**src/rtl/iqsa_pkg.sv**
```systemverilog
package iqsa_pkg;

    typedef enum logic [1:0] {
        SHARE_DYN  = 2'b00,
        SHARE_PART = 2'b01,
        SHARE_THR  = 2'b10,
        SHARE_RSV  = 2'b11
    } share_mode_e;

    typedef enum logic {
        ST_RUN    = 1'b0,
        ST_RECALC = 1'b1
    } ctl_state_e;

endpackage

```
**src/rtl/iqsa_ctrl_fsm.sv**
```systemverilog
module iqsa_ctrl_fsm
    import iqsa_pkg::*;
#(
    parameter int NUM_THREADS = 4
) (
    input  logic                   clk,
    input  logic                   rst_n,
    input  logic                   cfg_vld,
    input  logic [NUM_THREADS-1:0] cfg_mask,
    input  share_mode_e            cfg_mode,
    output logic [NUM_THREADS-1:0] mask_q,
    output share_mode_e            mode_q,
    output logic                   recalc
);

    ctl_state_e state_q, state_d;

    // state register
    always_ff @(posedge clk) begin
        if (!rst_n) state_q <= ST_RUN;
        else        state_q <= state_d;
    end

    // transitions
    always_comb begin
        state_d = state_q;
        unique case (state_q)
            ST_RUN:    state_d = cfg_vld ? ST_RECALC : ST_RUN;
            ST_RECALC: state_d = cfg_vld ? ST_RECALC : ST_RUN;
            default:   state_d = ST_RUN;
        endcase
    end

    // latched configuration
    always_ff @(posedge clk) begin
        if (!rst_n) begin
            mask_q <= '1;
            mode_q <= SHARE_DYN;
        end else if (cfg_vld) begin
            mask_q <= cfg_mask;
            mode_q <= cfg_mode;
        end
    end

    // outputs
    always_comb begin
        recalc = 1'b0;
        unique case (state_q)
            ST_RUN:    recalc = 1'b0;
            ST_RECALC: recalc = 1'b1;
            default:   recalc = 1'b0;
        endcase
    end

    // an update always leads into RECALC
    a_r5_cfg_enters_recalc: assert property (@(posedge clk) disable iff (!rst_n)
        cfg_vld |=> recalc);
    // RECALC lasts one cycle without a further update
    a_r5_recalc_one_cycle: assert property (@(posedge clk) disable iff (!rst_n)
        (recalc && !cfg_vld) |=> !recalc);

endmodule

```
**src/rtl/iqsa_ceiling_calc.sv**
```systemverilog
module iqsa_ceiling_calc
    import iqsa_pkg::*;
#(
    parameter int NUM_THREADS = 4,
    parameter int NUM_ENTRIES = 32,
    parameter int THRESH_PCT  = 50,
    parameter int CW          = $clog2(NUM_ENTRIES + 1)
) (
    input  share_mode_e                      mode,
    input  logic [NUM_THREADS-1:0]           mask,
    input  logic [NUM_THREADS-1:0][CW-1:0]   ceil_cur,
    output logic [NUM_THREADS-1:0][CW-1:0]   ceil_nxt
);

    localparam int NW = $clog2(NUM_THREADS + 1);
    localparam logic [CW-1:0] FULL_C = CW'(NUM_ENTRIES);
    localparam logic [CW-1:0] THR_C  = CW'((THRESH_PCT * NUM_ENTRIES) / 100);

    logic [CW-1:0] part_tab [0:NUM_THREADS];
    logic [NW-1:0] act_cnt;

    assign part_tab[0] = '0;
    for (genvar k = 1; k <= NUM_THREADS; k++) begin : g_part
        assign part_tab[k] = CW'(NUM_ENTRIES / k);
    end

    always_comb begin
        act_cnt = '0;
        for (int t = 0; t < NUM_THREADS; t++) begin
            act_cnt = act_cnt + NW'(mask[t]);
        end
    end

    always_comb begin
        for (int t = 0; t < NUM_THREADS; t++) begin
            unique case (mode)
                SHARE_PART: ceil_nxt[t] = (mask[t] && act_cnt != '0)
                                          ? part_tab[act_cnt] : ceil_cur[t];
                SHARE_THR:  ceil_nxt[t] = (mask[t] && act_cnt == NW'(1))
                                          ? FULL_C : THR_C;
                default:    ceil_nxt[t] = FULL_C;
            endcase
        end
    end

endmodule

```
**src/rtl/iqsa_thread_ctr.sv**
```systemverilog
module iqsa_thread_ctr #(
    parameter int NUM_ENTRIES = 32,
    parameter int CW          = $clog2(NUM_ENTRIES + 1)
) (
    input  logic          clk,
    input  logic          rst_n,
    input  logic          inc,
    input  logic          dec_a,
    input  logic          dec_b,
    input  logic [CW-1:0] ceil,
    output logic [CW-1:0] occ,
    output logic [CW-1:0] free,
    output logic          full,
    output logic [1:0]    rel_cnt
);

    logic [CW-1:0] occ_q;

    always_comb begin
        unique case ({dec_a, dec_b})
            2'b11:        rel_cnt = (occ_q >= CW'(2)) ? 2'd2 : occ_q[1:0];
            2'b10, 2'b01: rel_cnt = (occ_q != '0) ? 2'd1 : 2'd0;
            default:      rel_cnt = 2'd0;
        endcase
    end

    always_ff @(posedge clk) begin
        if (!rst_n) occ_q <= '0;
        else        occ_q <= occ_q + CW'(inc) - CW'(rel_cnt);
    end

    assign occ  = occ_q;
    assign free = (ceil > occ_q) ? (ceil - occ_q) : '0;
    assign full = (free == '0);

    // grant plus a single effective release keeps occupancy
    a_r11_alloc_release_balance: assert property (@(posedge clk) disable iff (!rst_n)
        (inc && (dec_a ^ dec_b) && occ_q != '0) |=> (occ_q == $past(occ_q)));
    // releases never drive an empty thread below zero
    a_r10_empty_release: assert property (@(posedge clk) disable iff (!rst_n)
        (occ_q == '0 && !inc) |=> (occ_q == '0));
    // occupancy never exceeds the queue size
    a_r6_occ_bound: assert property (@(posedge clk) disable iff (!rst_n)
        occ_q <= CW'(NUM_ENTRIES));

endmodule

```
**src/rtl/iq_share_alloc.sv**
```systemverilog
module iq_share_alloc
    import iqsa_pkg::*;
#(
    parameter int NUM_THREADS = 4,
    parameter int NUM_ENTRIES = 32,
    parameter int THRESH_PCT  = 50,
    localparam int TIDW = (NUM_THREADS > 1) ? $clog2(NUM_THREADS) : 1,
    localparam int CW   = $clog2(NUM_ENTRIES + 1)
) (
    input  logic                      clk,
    input  logic                      rst_n,
    input  logic                      alloc_vld,
    input  logic [TIDW-1:0]           alloc_tid,
    input  logic                      rel_iss_vld,
    input  logic [TIDW-1:0]           rel_iss_tid,
    input  logic                      rel_mem_vld,
    input  logic [TIDW-1:0]           rel_mem_tid,
    input  logic                      cfg_vld,
    input  logic [NUM_THREADS-1:0]    cfg_mask,
    input  logic [1:0]                cfg_mode,
    output logic                      alloc_grant,
    output logic                      alloc_reject,
    output logic [NUM_THREADS-1:0]    thr_full,
    output logic [NUM_THREADS*CW-1:0] thr_free,
    output logic                      q_full,
    output logic [CW-1:0]             q_free,
    output logic                      cfg_busy
);

    localparam int SW = CW + 2;
    localparam logic [CW-1:0] FULL_C = CW'(NUM_ENTRIES);

    logic [NUM_THREADS-1:0]          mask_q;
    share_mode_e                     mode_q;
    logic                            recalc;
    logic [NUM_THREADS-1:0][CW-1:0]  ceil_q, ceil_nxt;
    logic [NUM_THREADS-1:0][CW-1:0]  occ_w, free_w;
    logic [NUM_THREADS-1:0][1:0]     rel_w;
    logic [NUM_THREADS-1:0]          hit_w, inc_w, deca_w, decb_w;
    logic [CW-1:0]                   q_free_q;
    logic [SW-1:0]                   rel_sum;
    logic [31:0]                     occ_sum;

    iqsa_ctrl_fsm #(.NUM_THREADS(NUM_THREADS)) u_fsm (
        .clk      (clk),
        .rst_n    (rst_n),
        .cfg_vld  (cfg_vld),
        .cfg_mask (cfg_mask),
        .cfg_mode (share_mode_e'(cfg_mode)),
        .mask_q   (mask_q),
        .mode_q   (mode_q),
        .recalc   (recalc)
    );

    iqsa_ceiling_calc #(
        .NUM_THREADS (NUM_THREADS),
        .NUM_ENTRIES (NUM_ENTRIES),
        .THRESH_PCT  (THRESH_PCT),
        .CW          (CW)
    ) u_calc (
        .mode     (mode_q),
        .mask     (mask_q),
        .ceil_cur (ceil_q),
        .ceil_nxt (ceil_nxt)
    );

    always_ff @(posedge clk) begin
        if (!rst_n) begin
            for (int t = 0; t < NUM_THREADS; t++) ceil_q[t] <= FULL_C;
        end else if (recalc) begin
            ceil_q <= ceil_nxt;
        end
    end

    // request and release decode
    always_comb begin
        for (int t = 0; t < NUM_THREADS; t++) begin
            hit_w[t]  = alloc_vld   && (alloc_tid   == TIDW'(t));
            deca_w[t] = rel_iss_vld && (rel_iss_tid == TIDW'(t));
            decb_w[t] = rel_mem_vld && (rel_mem_tid == TIDW'(t));
        end
    end

    assign q_full       = (q_free_q == '0);
    assign alloc_grant  = (|(hit_w & ~thr_full)) && !q_full;
    assign alloc_reject = alloc_vld && !alloc_grant;
    assign inc_w        = alloc_grant ? hit_w : '0;

    for (genvar t = 0; t < NUM_THREADS; t++) begin : g_thr
        iqsa_thread_ctr #(.NUM_ENTRIES(NUM_ENTRIES), .CW(CW)) u_ctr (
            .clk     (clk),
            .rst_n   (rst_n),
            .inc     (inc_w[t]),
            .dec_a   (deca_w[t]),
            .dec_b   (decb_w[t]),
            .ceil    (ceil_q[t]),
            .occ     (occ_w[t]),
            .free    (free_w[t]),
            .full    (thr_full[t]),
            .rel_cnt (rel_w[t])
        );
        assign thr_free[t*CW +: CW] = free_w[t];
    end

    always_comb begin
        rel_sum = '0;
        occ_sum = '0;
        for (int t = 0; t < NUM_THREADS; t++) begin
            rel_sum = rel_sum + SW'(rel_w[t]);
            occ_sum = occ_sum + 32'(occ_w[t]);
        end
    end

    always_ff @(posedge clk) begin
        if (!rst_n) q_free_q <= FULL_C;
        else        q_free_q <= q_free_q + CW'(rel_sum) - CW'(alloc_grant);
    end

    assign q_free   = q_free_q;
    assign cfg_busy = recalc;

    // global counter agrees with the per-thread counters
    a_r7_free_matches_occ: assert property (@(posedge clk) disable iff (!rst_n)
        (32'(q_free_q) + occ_sum) == 32'(NUM_ENTRIES));
    // a full queue refuses every request
    a_r9_full_refuse: assert property (@(posedge clk) disable iff (!rst_n)
        (alloc_vld && q_full) |-> (alloc_reject && !alloc_grant));
    // a grant without releases consumes exactly one entry
    a_r8_grant_consumes: assert property (@(posedge clk) disable iff (!rst_n)
        (alloc_grant && !rel_iss_vld && !rel_mem_vld) |=> (q_free_q == $past(q_free_q) - CW'(1)));
    // grant and reject never together
    a_r8_grant_reject_excl: assert property (@(posedge clk) disable iff (!rst_n)
        !(alloc_grant && alloc_reject));

endmodule

```
**config.mk**
```make
export PLATFORM = sky130hd
export DESIGN_NAME = iq_share_alloc
export DESIGN_NICKNAME = d
export VERILOG_FILES = /design/src/rtl/iqsa_pkg.sv /design/src/rtl/iqsa_ctrl_fsm.sv /design/src/rtl/iqsa_ceiling_calc.sv /design/src/rtl/iqsa_thread_ctr.sv /design/src/rtl/iq_share_alloc.sv
export SDC_FILE = /design/constraint.sdc
export NUM_CORES = 1
export LEC_CHECK = 0
export CORE_ASPECT_RATIO = 0.7
export CORE_MARGIN = 5
export CORE_UTILIZATION = 30
export CTS_BUF_LIST = sky130_fd_sc_hd__clkbuf_4
export CTS_CLUSTER_SIZE = 24
export DETAILED_ROUTE_END_ITERATION = 6
export PLACE_DENSITY = 0.52
export SETUP_SLACK_MARGIN = 0.4
export SLEW_MARGIN = 10
export SYNTH_ARGS = -nofsm -noshare
export SYNTH_HDL_FRONTEND = slang
export SYNTH_HIERARCHICAL = 1
export SYNTH_SLANG_ARGS = --single-unit
```
**constraint.sdc**
```tcl
create_clock -name clk -period 12.27 [get_ports clk]
set_input_delay 3.681 -clock clk [delete_from_list [all_inputs] [get_ports clk]]
set_output_delay 3.681 -clock clk [all_outputs]
set_load 0.03 [all_outputs]
```
# After elaboration in Yosys (flattened, before gate mapping)
# Memory sizes are Yosys's and may differ from the RTL's.
# Cells that the tools add are included.
[totals]
regBits = 61
romBits = 48
in_bits = 18
out_inout_bits = 38
memories = 1
[classes]
add_sub_neg = 20
order_cmp = 9
eq_ne = 28
mux = 33
bitwise = 4
n_reduce_logical = 46
[mem_list]
columns = ["memory", "words", "width", "read_ports", "rd_clocked_by_memory_dff", "wr", "line_no", "text"]
rows = [
  ["(no name shown)", 8, 6, 1, 0, 0, "iqsa_ceiling_calc.sv:38", "? part_tab[act_cnt] : ceil_cur[t];"],
]
[ops]
columns = ["cell", "n"]
rows = [
  ["6-bit two-way mux", 14],
  ["6-bit one-hot mux with 2 select lines", 4],
  ["2-bit equality test, second input constant", 15],
  ["6-bit logical NOT", 5],
  ["6-bit by 1-bit adder with 6-bit output", 4],
  ["6-bit by 2-bit >= comparator with 1-bit output, second input constant", 4],
  ["6-bit > comparator", 4],
  ["6-bit nonzero test", 4],
  ["6-bit by 2-bit subtractor with 6-bit output", 4],
  ["6-bit subtractor", 4],
  ["1-bit logical AND", 22],
  ["2-bit by 1-bit equality test with 1-bit output, second input constant", 8],
  ["2-bit one-hot mux with 2 select lines", 4],
  ["2-bit two-way mux", 4],
  ["2-bit by 1-bit != test with 1-bit output, second input constant", 4],
  ["2-bit AND reduction", 4],
  ["2-bit OR reduction", 4],
  ["3-bit by 1-bit adder with 3-bit output", 2],
  ["6-bit by 5-bit adder with 6-bit output", 1],
  ["2-bit logical NOT", 3],
  ["6-bit by 1-bit subtractor with 6-bit output", 1],
  ["4-bit by 2-bit adder with 5-bit output", 1],
  ["1-bit two-way mux", 5],
  ["3-bit by 2-bit adder with 4-bit output", 1],
  ["13 further kinds", 14],
]

# Depth between registers and ports, before layout
# Gate-level depths: netlist (run 1).
[logic_depth]
word_depth = 10
depth_mapped = 21
depth_no_buf = 21

# Modules after synthesis
# Netlist (run 1), hierarchy kept.
[modules_own_cells]
columns = ["mod", "n_inst", "cells_each", "area_each_um2", "seq_area_each_um2"]
rows = [
  ["iqsa_thread_ctr", 4, 107, 858.3, 120.1],
  ["iq_share_alloc", 1, 166, 1664.1, 600.6],
  ["iqsa_ceiling_calc", 1, 98, 620.6, 0.0],
  ["iqsa_ctrl_fsm", 1, 21, 246.5, 140.1],
]

# Least setup slack after synthesis (run 1)
# OpenSTA, ideal clock, no wires.
[synth_path]
path_kind = "input -> output"
startpoint = "input port alloc_tid[0]"
endpoint = "output port alloc_grant"
arrival_time_ns = 4.635
t_required_ns = 8.589
path_slack_ns = 3.954
cell_stages = 2
cell_sequence = "mux4_2 nor2_1"
[synth_via]
elab_chain_len = 5
word_cells_on_any_way = 11
[synth_rtl]
columns = ["item", "line_no", "text"]
rows = [
  ["start, declared", "iq_share_alloc.sv:13", "input logic [TIDW-1:0] alloc_tid,"],
  ["2-bit by 1-bit equality test with 1-bit output (tied with other cells)", "iq_share_alloc.sv:78", "hit_w[t] = alloc_vld && (alloc_tid == TIDW'(t));"],
  ["1-bit logical AND", "iq_share_alloc.sv:78", ""],
  ["4-bit bitwise AND *", "iq_share_alloc.sv:85", "assign alloc_grant = (|(hit_w & ~thr_full)) && !q_full;"],
  ["4-bit OR reduction *", "iq_share_alloc.sv:85", ""],
  ["1-bit logical AND *", "iq_share_alloc.sv:85", ""],
  ["end, declared", "iq_share_alloc.sv:21", "output logic alloc_grant,"],
]
# Mark *: on every way between the ends. The rest lies on a longest branch, timed or not.

# Final worst setup path (run 1)
# Ends and elaborated chain as after synthesis.

==> results.txt, run 1 <==
* Result of the run: complete, no violations
* Clock input transition at the sequential cells of the worst setup and hold paths: 0.10 ns
- In this run, the number of DRC markers left after iteration 0 of detailed routing was 252.
- Vias per inst: 4.74
- For this configuration, the core starts out at a cell density of 30.3%.
- For this design the total switching power over the nets is 827 µW.
* Critical path cell sequence: clkdlybuf4s50_1 -> mux4_2 -> nor2_1 -> clkdlybuf4s50_1
- TritonCTS buffer count: 9
- Leading cell types by count after synthesis: sky130_fd_sc_hd__ha_1, sky130_fd_sc_hd__inv_1, sky130_fd_sc_hd__dfxtp_1, sky130_fd_sc_hd__nor2_1, sky130_fd_sc_hd__a21oi_1
- Based on the critical path, the design can be clocked at up to 0.106 GHz.
- Post-route setup TNS: 0 ns
- Worst Path Required: 8.59 ns
* Count of buffers from port buffering: 55
* H-tree levels: 3
- Internal power comes to 826 µW.
- The clock network accounts for 8.7% of the total power.
* Combinational power share: 75.6%
* Min-delay worst type: register to register
- Worst-margin pin slew: 0.682 ns
- Core ar.: 0.0197 mm²
* Count of state elements after synthesis: 61
- Max-slew violations: 0
- Clock latency on the worst-skew pair, taken at its later pin, is 0.42 ns.
- The analysis attributes to cell leakage a power of 2.86 nW.
- In this run the tightest slew margin relative to its limit is 54.5%.
- Cell taking the most area after synthesis: sky130_fd_sc_hd__dfxtp_1
* Count of clock tree sinks: 61
* Crit path DAT: 5.74 ns
- Among all flip-flop cells after synthesis, the most frequent one is sky130_fd_sc_hd__dfxtp_1.
- Power spread over the standard cell area amounts to 239 mW/mm².
* Reg power frac: 15.7%
* Number of standard cells after synthesis: 713
- Once detailed placement completed, the half-perimeter wirelength came to 11300 µm.
- Mean instance size in the synthesized netlist: 8.37 µm²
- Highest cell delay on the worst timing path: 0.72 ns
- Synthesis-to-layout area growth: 15.9%
- Number of nets in the layout: 892
- For this run, the register share of the synthesized area comes to 20.5%.
- The final critical path takes up 76.8% of the cycle.
- Overflow after GRT: 0
- Number of synthesized flops with an enable pin: 0
- The worst setup path is captured at a primary output.
- Setup CP Type: primary input to primary output
* Area used by multi-input combinational logic: 0.00432 mm²
- The clock passes through at most 2 buffers.
* Largest fanout on the critical path: 5
* IO Pins: 56
* Total number of vias: 4929
- The tool flagged a number of max-cap violations equal to 0.
* Cell with the most instances on the worst path: sky130_fd_sc_hd__clkdlybuf4s50_1
- The worst path in the final design needs a cycle of 9.42 ns, including I/O delays and setup.
- Slowest cell on the critical path: sky130_fd_sc_hd__clkdlybuf4s50_1
- The number of antenna violations at the first check in global routing came to 0.
* Pin count of the biggest net entering global routing: 74
* Fill cells: 2066
- Post-Synthesis Cell Area: 0.00596 mm²
- The sequential cells in the finished layout cover a total of 0.00122 mm².
- Full die area: 0.0228 mm²
- In the synthesized netlist the async set-or-reset flop fraction comes to 0%.
- The total count of hold-check failures in the final report is 0.
- In this run the remaining antenna-violating nets after routing total 0.
- DRC violations left: 0
- Worst reg2reg setup slack: 6.51 ns
- Number of global-route vias before repair: 4629
- Synth unique cells: 58
- First-pass GRT wire length: 23700 µm
* Unrepaired setup endpoints after global routing: false
* Fraction of post-synthesis cell area in the top cell type by area: 20.5%
- Yosys printed 6 warnings.
- After clock tree synthesis, the repair step resized 0 gates.
* Total routed wirelength: 14400 µm
- Overall power after layout: 1.65 mW
* Synthesized netlist net count: 840
* CTS root buffer: sky130_fd_sc_hd__clkbuf_4
* Ratio of cells with drive above 1 in the final layout: 4.94%
- CP startpoint kind: primary input
- Peak ir drop on the vdd network: 0.000163 V
- X dimension of the die: 179 µm
- Area contributors post-synth: sky130_fd_sc_hd__dfxtp_1, sky130_fd_sc_hd__ha_1, sky130_fd_sc_hd__inv_1
- Row count: 43
- Final clock skew: 0.0196 ns
* Most repeated cell in the gate-level netlist after synthesis: sky130_fd_sc_hd__ha_1
- In this run the vertical extent of the chip is 128 µm.
- The pre-antenna-repair detailed-routing pass consisted of 5 iterations.
- Global routing consumed, over all layers together, 12.8% of the routing resources.
- Antenna diode count: 0
- After detailed routing, the average wire length per cell comes to 13.8 µm.
* CTS tree: done
- At the end of routability-driven placement, the weighted congestion stood at 0.831.
- Hold bufs inserted after CTS: 0
- Net switching is 50.1% of the power.
- Setup violations remaining at the end of the flow were counted as 0.
* Post-CTS setup buffer count: 0
[critical path: cells and delay by family]
family | cells | cell delay, ns
buffers and inverters | 2 | 1.27
AND/OR/NAND/NOR | 1 | 0.24
multiplexers | 1 | 0.55
[area by class of cell]
cell class / instances / area share [%]
clock buffer: 9 / 0.977
clock inverter: 7 / 0.959
inverter: 88 / 4.78
multi-input combinational: 547 / 62.5
sequential: 61 / 17.7
tap: 270 / 4.89
timing repair buffer: 58 / 8.22
[worst paths after layout]
| check | startpoint | end | cells after the start |
|---|---|---|---|
| hold / removal | ceil_q[6] | ceil_q[6] | 2 |
| setup / recovery | alloc_tid[0] | alloc_grant | 4 |
| hold reg to reg | ceil_q[6] | ceil_q[6] | 2 |
| setup reg to reg | g_thr[0].u_ctr/occ[0] | q_free[4] | 19 |
[per-layer routing]
layer	GRT usage (%)	part of all wire (%)	up-vias	wire length, µm
met5	0	0	-	0
met4	1.89	0.39	0	56
met3	2.98	4.1	4	588
met2	17.0	36	87	5190
met1	20.9	59	2228	8560
li1	-	-	2610	-
[cells in the final DEF (no fill, tap or decap), drive strengths merged, types with 5 or more instances in the layout]
cell type,netlist,final
o22a,5,5
clkdlybuf4s50,0,54
o21a,5,5
mux2i,31,31
nor3,10,10
nor4b,6,6
dfxtp,61,61
or2,9,9
clkbuf,7,9
o21bai,9,9
xor2,9,9
and3,7,7
ha,94,94
inv,88,88
a21oi,40,40
o21ai,40,40
xnor2,11,11
nor2,58,58
nand4,12,12
a211oi,14,14
nand2,28,28
and2,26,26
a21o,11,11
and3b,6,6
nor2b,34,34
nor4,5,5
nor3b,7,7
fa,15,15
a311oi,8,8
[registers in the layout, indices dropped and copies added, names as in the netlist]
| name | count |
|---|---|
| ceil_q | 24 |
| g_thr.u_ctr/occ | 24 |
| q_free | 6 |
| u_fsm/mask_q | 4 |
| u_fsm/mode_q | 2 |
| u_fsm/state_q | 1 |
[metrics by stage]
| stage | hold WS [ns] | utilization [%] | cells | cell area, µm² | setup slack (ns) |
|---|---|---|---|---|---|
| final | 0.541 | 35.1 | 1040 | 6910 | 2.85 |
| after global routing | 0.567 | 35.1 | 1040 | 6910 | 2.80 |
| after CTS | 0.546 | 35.1 | 1040 | 6910 | 2.86 |
| after detailed placement | 0.513 | 34.4 | 1024 | 6780 | 2.88 |
| after global placement | 0.511 | 34.4 | 1024 | 6780 | 2.92 |
| after floorplan | 0.468 | - | 713 | 5960 | 3.95 |
[power by group through the flow]
stage | registers, mW | logic, mW | clock network [mW]
after floorplan | 0.272 | 0.867 | 0
after global placement | 0.264 | 1.25 | 0
after detailed placement | 0.264 | 1.24 | 0
after CTS | 0.259 | 1.25 | 0.151
after global routing | 0.265 | 1.38 | 0.158
final | 0.259 | 1.25 | 0.144
[logic make-up (layout without fill, tap and decap cells)]
group | count (synthesis) | after routing | synth area share, %
buf+inv | 105 | 162 | 7.05
simple gates | 223 | 223 | 21.0
fa+ha+maj | 109 | 109 | 24.8
mux | 32 | 32 | 5.58
flops | 61 | 61 | 20.5
xor+xnor | 20 | 20 | 2.94
compound gates | 163 | 163 | 18.3
(Power assumes the default switching activity.)
==> inputs of run 2 (changes only) <==
--- a/config.mk
+++ b/config.mk
@@ -11,7 +11,7 @@
 export CTS_BUF_LIST = sky130_fd_sc_hd__clkbuf_4
 export CTS_CLUSTER_SIZE = 24
 export DETAILED_ROUTE_END_ITERATION = 6
-export PLACE_DENSITY = 0.52
+export PLACE_DENSITY = 0.54
 export SETUP_SLACK_MARGIN = 0.4
 export SLEW_MARGIN = 10
 export SYNTH_ARGS = -nofsm -noshare
==> constraint.sdc (replaced) <==
create_clock -name clk -period 8.3 [get_ports clk]
set_input_delay 2.49 -clock clk [delete_from_list [all_inputs] [get_ports clk]]
set_output_delay 2.49 -clock clk [all_outputs]
set_load 0.03 [all_outputs]
==> run 2 against run 1 <==
  * Critical path depth unchanged
  * Sequential cell count unchanged
  * Worst hold slack better by 0.0012 ns
  * Design area up 0.83%
  * Clock power up 97%
  * Critical endpoint unchanged
  * Largest cell class unchanged
  * Total power up 52%
  * First-iteration DRC count up 7.9%
  * Cell count unchanged
==> results.txt, run 2 (synthesis results as in run 1) <==
- Hold-critical path depth: 2
* Starting Density: 30.3%
* Cell area after layout: 0.00697 mm²
- Met1 demand-to-capacity share in global routing: 21.0%
- Reported max-cap violation count: 0
- In the global route stage, met3 resource usage came out at 2.89%.
- Unrepaired setup endpoints after global routing: false
- After clock tree synthesis, the setup repair step added 0 buffers.
- Hold path endpoint: ceil_q[0]
* Top delay family on crit path: buffers and inverters
- Summed over all failing endpoints, the final setup total negative slack is 0 ns.
* Total routed wirelength: 14200 µm
* Clock Latency Late Sink: 0.43 ns
- After clock tree synthesis, the clock-pin slew on the worst setup and hold paths is 0.11 ns.
- Based on the critical path, the design can be clocked at up to 0.143 GHz.
- Worst-margin pin slew: 0.693 ns
- Vias per inst: 4.72
* Endpoint kind of the worst setup timing path: primary output
- The final layout contains 892 nets.
- Busiest layer in global routing: met1
- Full die area: 0.0228 mm²
* Wire per inst: 13.6 µm
- Post-placement setup slack: 1.30 ns
- Min-delay worst type: register to register
- The H-tree was split into 3 levels.
- Largest fanout on the critical path: 5
- Across the routed clock network, the largest skew measured is 0.0262 ns.
- In this run the static leakage power is 2.89 nW.
* X dimension of the die: 179 µm
- In this run the clock root is driven by a sky130_fd_sc_hd__clkbuf_4.
- Number of gates resized after cts: 0
- The post-route netlist has 5.06% of its cells at a drive strength greater than 1.
- Drt first-iter violations: 272
- Clock tree synthesis found a total of 61 sinks.
- Row count: 43
- In the layout the commonest cells are sky130_fd_sc_hd__ha_1, sky130_fd_sc_hd__inv_1, sky130_fd_sc_hd__dfxtp_1, sky130_fd_sc_hd__nor2_1, sky130_fd_sc_hd__clkdlybuf4s50_1.
- In the routed design, unresolved DRC markers number 0.
* Critical path cell sequence: clkdlybuf4s50_1 -> mux4_2 -> nor2_1 -> clkdlybuf4s50_1
* Number of global-route vias before repair: 4469
- Synthesis-to-layout area growth: 16.9%
- Worst Path Required: 5.81 ns
- CP startpoint kind: primary input
* Share of the core filled with cells: 35.4%
- The total count of hold-check failures in the final report came to 0.
- The first global-routing pass estimated 23200 µm of wire.
* Global routing met2 resource utilization: 15.9%
* Peak ir drop on the vdd network: 0.000238 V
- Setup violations remaining at the end of the flow were counted as 0.
- Count of buffers from port buffering: 55
- The worst register-to-register path ends at q_free[4].
* Share of the clock period used by the worst path: 84.5%
- Hold bufs inserted after CTS: 0
- Total number of vias: 4909
* Cell with the most instances on the worst path: sky130_fd_sc_hd__clkdlybuf4s50_1
- The run finished with clean final reports.
- Remaining number of nets flagged by the antenna check after routing: 0
* Final setup slack of the worst path: 1.29 ns
* Height of the chip: 128 µm
* Instance area at placement: 0.00678 mm²
- Most common cell after layout, fill and taps aside: sky130_fd_sc_hd__ha_1
- The number of antenna violations at the first check in global routing is 0.
- Core ar.: 0.0197 mm²
- Setup CP Type: primary input to primary output
- Number of optimization iterations in the first detailed-route pass: 5
- For this run, the slowest stage of the critical path takes 0.72 ns.
- In the global route stage, overall resource usage came out at 12.5%.
- Overflow after GRT: 0
* CTS tree: done
- Counting along the longest clock path gives a buffer depth of 2.
- Slowest cell on the critical path: sky130_fd_sc_hd__clkdlybuf4s50_1
- Launching point of the worst reg2reg path: g_thr[0].u_ctr/occ[0]
* Max-slew violations: 0
* Post-route worst hold slack: 0.542 ns
- The congestion estimate from routability-driven global placement came to 0.846.
- Counting cells, the worst reg-to-reg path comes to 19.
- In this run the tightest slew margin relative to its limit is 53.8%.
- Pin count of the biggest net entering global routing: 74
- Detailed Place HPWL: 11100 µm
- The clock period could shrink to 7.01 ns.
- Crit path DAT: 4.52 ns
- The worst hold path begins at ceil_q[0].
* Worst reg2reg setup slack: 2.65 ns
- TritonCTS buffer count: 9
- 0 antenna diodes ended up in the layout.
* IO Pins: 56
* Power per standard cell area: 360 mW/mm²
- Buffers and inverters on the worst path: 2
==> run 2: layer usage <==
layer  up-vias  wire length (µm)
met2       103              4980
met1      2182              8350
met3         7               771
met4         0                65
li1       2617                 -
met5         -                 0
==> run 2: area by class of cell <==
type	instances	area, µm²
clock buffer	9	67.6
tap	270	338
fill	2073	12700
clock inverter	7	124
sequential	61	1220
multi-input combinational	547	4320
inverter	88	330
timing repair buffer	58	568
==> run 2: how the worst max path moves through the flow <==
stage,endpoint,startpoint,depth (start not counted)
6_report,alloc_grant,alloc_tid[0],4
5_1_grt,alloc_grant,alloc_tid[0],4
4_1_cts,alloc_grant,alloc_tid[0],4
3_5_place_dp,alloc_grant,alloc_tid[0],4
3_3_place_gp,alloc_grant,alloc_tid[0],4
2_1_floorplan,q_free[4],ceil_q[18],20
==> run 2: tightest hold or removal path: stages, from the launching register on <==
cell	delay, ns
sky130_fd_sc_hd__dfxtp_1	0.34
sky130_fd_sc_hd__mux2i_1	0.12
sky130_fd_sc_hd__nor2b_1	0.05
==> run 2: stage by stage <==
stage | total power, mW | std cells
after floorplan | 1.68 | 713
after global placement | 2.23 | 1024
after detailed placement | 2.22 | 1024
after CTS | 2.52 | 1040
after global routing | 2.74 | 1040
final | 2.51 | 1040
==> run 2: power breakdown <==
group	switching [mW]	internal, mW	total [mW]
Clock	0.130	0.154	0.284
Combinational	1.06	0.780	1.84
Sequential	0.0341	0.349	0.383
Total	1.23	1.28	2.51
==> inputs of run 3 (changes only) <==
--- a/config.mk
+++ b/config.mk
@@ -11,7 +11,7 @@
 export CTS_BUF_LIST = sky130_fd_sc_hd__clkbuf_4
 export CTS_CLUSTER_SIZE = 24
 export DETAILED_ROUTE_END_ITERATION = 6
-export PLACE_DENSITY = 0.54
+export PLACE_DENSITY = 0.52
 export SETUP_SLACK_MARGIN = 0.4
 export SLEW_MARGIN = 10
 export SYNTH_ARGS = -nofsm -noshare
==> constraint.sdc (replaced) <==
create_clock -name clk -period 6.52 [get_ports clk]
set_input_delay 1.956 -clock clk [delete_from_list [all_inputs] [get_ports clk]]
set_output_delay 1.956 -clock clk [all_outputs]
set_load 0.03 [all_outputs]
==> run 3 against run 2 <==
  * Routed wire length up 1.6%
  * Sequential cell count unchanged
  * Global-route usage up 0.36 points
  * Worst hold slack improved by 0.00052 ns
  * Critical path depth increased by 7
  * Die area stayed put
  * Via count grew 1.5%
  * Non-clock buffer count grew 2
  * Sequential share of layout area hardly changed
  * Cell count increased by 0.19%
  * Clock power grew 2%
  * Critical endpoint is now alloc_reject
==> results.txt, run 3 (synthesis results as in run 1) <==
- Crit path DAT: 3.88 ns
- For this run, the share of the core covered by cells in the final layout is 35.4%.
- Setup repair after global routing could not meet its margin everywhere.
- After detailed routing, the average wire length per cell comes to 13.8 µm.
- Post-placement setup slack: 0.247 ns
* Slew margin rel.: 45.3%
* Remaining number of nets flagged by the antenna check after routing: 0
- The clock passes through at most 2 buffers.
- Reported max-cap violation count: 0
- Total count of hold-check failures in the final report: 0
- Subtracting the final worst setup slack from the clock period gives 5.84 ns.
* Total number of vias: 4984
- Max-slew violations: 0
- P_leak: 2.89 nW
* Worst Path Required: 4.56 ns
- The tightest min-delay check is of the register to register type.
* Post-route setup TNS: 0 ns
* Count of buffers from port buffering: 55
- CP startpoint kind: register
- Detailed Place HPWL: 11400 µm
- The via count of the first global-routing pass was 4745.
- Final setup slack of the worst path: 0.682 ns
- Number of nets in the layout: 894
- Global routing finished with a remaining overflow of 0.
- DRC violations left: 0
- Core ar.: 0.0197 mm²
- CTS saw 61 sinks.
- The run finished with clean final reports.
* Share of total power consumed by net switching: 50.1%
- For this block, the initial DRC count from the detailed router was 205.
- Total routed wirelength: 14400 µm
- Gp weighted congestion: 0.833
* Clock input transition at the sequential cells of the worst setup and hold paths: 0.11 ns
* Max Clock Freq: 0.171 GHz
- The internal portion of the total power is 1.58 mW.
- Full die area: 0.0228 mm²
- Largest fanout on the critical path: 4
* H-tree levels: 3
* Sw Pwr: 1.58 mW
* Synthesis-to-layout area growth: 17.0%
- Fill cells in the final layout number 2089.
- Cell area after layout: 0.00698 mm²
- Total global routing track utilization: 12.9%
* Share of the clock period used by the worst path: 89.5%
- Post-route non-filler standard cell count: 1042
- For this configuration, the core starts out at a cell density of 30.3%.
* Power per standard cell area: 454 mW/mm²
* Final setup viols: 0
* Number of optimization iterations in the first detailed-route pass: 5
- The number of antenna violations at the first check in global routing is 0.
- Overall power consumption after layout is estimated at 3.16 mW.
- Peak ir drop on the vdd network: 0.000284 V
- Ratio of cells with drive above 1 in the final layout: 5.83%
- TritonCTS built the clock tree.
- X dimension of the die: 179 µm
- Row generation in the floorplan step produced 43 rows.
- Cell total after placement: 1026
- The tree is rooted in a sky130_fd_sc_hd__clkbuf_4.
* Reg power frac: 15.5%
- The top cell types in the final layout, fill and taps aside, are sky130_fd_sc_hd__ha_1, sky130_fd_sc_hd__inv_1, sky130_fd_sc_hd__dfxtp_1, sky130_fd_sc_hd__nor2_1, sky130_fd_sc_hd__clkdlybuf4s50_1.
- The setup path with the least slack is of type register to primary output.
* IO Pins: 56
- Final clock skew: 0.0426 ns
- Once placement finished, the instance area stood at 0.00682 mm².
- First-pass GRT wire length: 23900 µm
- For the pin with the worst max-slew slack, the measured transition is 0.821 ns.
- Entering global routing, the biggest net connects 51 pins.
- Combinational logic is responsible for 75.4% of the overall power.
- In this run the vertical extent of the chip is 128 µm.
- After detailed routing, the number of vias per cell comes to 4.78.
- The worst setup path is captured at a primary output.
- The library cell used most frequently in the layout, excluding fill and tap cells, is sky130_fd_sc_hd__ha_1.
- Clock tree synthesis inserted a total of 9 buffers.
- The later pin in the worst-skew pair is clocked with a latency of 0.44 ns.
- The clock network accounts for 9.1% of the total power.
- Post-route worst hold slack: 0.543 ns
- 0 antenna diodes ended up in the layout.
[run 3: final timing paths]
check	from	endpoint	slack (ns)	cells after the start
worst min-delay path	ceil_q[18]	ceil_q[18]	0.54	2
worst max-delay path	g_thr[0].u_ctr/occ[0]	alloc_reject	0.68	11
worst min register to register	ceil_q[18]	ceil_q[18]	0.54	2
worst max register to register	g_thr[0].u_ctr/occ[0]	q_free[4]	1.01	20
[run 3: worst max-delay path, cell delays in order (launching register included)]
cell and delay (ns):
sky130_fd_sc_hd__dfxtp_1 0.45, sky130_fd_sc_hd__ha_1 0.21, sky130_fd_sc_hd__inv_1 0.06, sky130_fd_sc_hd__fa_1 0.42, sky130_fd_sc_hd__a211oi_1 0.31, sky130_fd_sc_hd__o21bai_1 0.12
sky130_fd_sc_hd__a21oi_1 0.29, sky130_fd_sc_hd__a21oi_1 0.13, sky130_fd_sc_hd__nor3_4 0.39, sky130_fd_sc_hd__mux4_2 0.33, sky130_fd_sc_hd__o21a_1 0.11, sky130_fd_sc_hd__clkdlybuf4s50_1 0.67
[run 3: cell type report]
type                       instances  area [µm²]  area share, %
multi-input combinational        547        4350           62.4
sequential                        61        1220           17.5
timing repair buffer              60         586           8.39
tap                              270         338           4.84
inverter                          88         330           4.73
clock inverter                     7        80.1           1.15
clock buffer                       9        67.6          0.968
[run 3: power by group through the flow]
| stage | registers (mW) | clock network (mW) | logic (mW) |
|---|---|---|---|
| 2_1_floorplan | 0.511 | 0 | 1.65 |
| 3_3_place_gp | 0.499 | 0 | 2.39 |
| 3_5_place_dp | 0.499 | 0 | 2.37 |
| 6_report | 0.490 | 0.289 | 2.39 |
| 4_1_cts | 0.490 | 0.304 | 2.39 |
| 5_1_grt | 0.498 | 0.322 | 2.65 |
[run 3: per-layer routing]
layer / GRT usage (%) / share of wire, % / vias up
li1: - / - / 2623
met1: 20.0 / 56 / 2256
met2: 17.8 / 38 / 101
met3: 3.69 / 5.9 / 4
met4: 1.89 / 0.39 / 0
met5: 0 / 0 / -
[run 3: repair_timing]
| action | in CTS | in global routing |
|---|---|---|
| setup buffers | 0 | 0 |
| hold endpoints to repair | 0 | 0 |
| endpoints found under the setup margin | 0 | 2 |
| resized for setup | 0 | 2 |
| hold buffers | 0 | 0 |
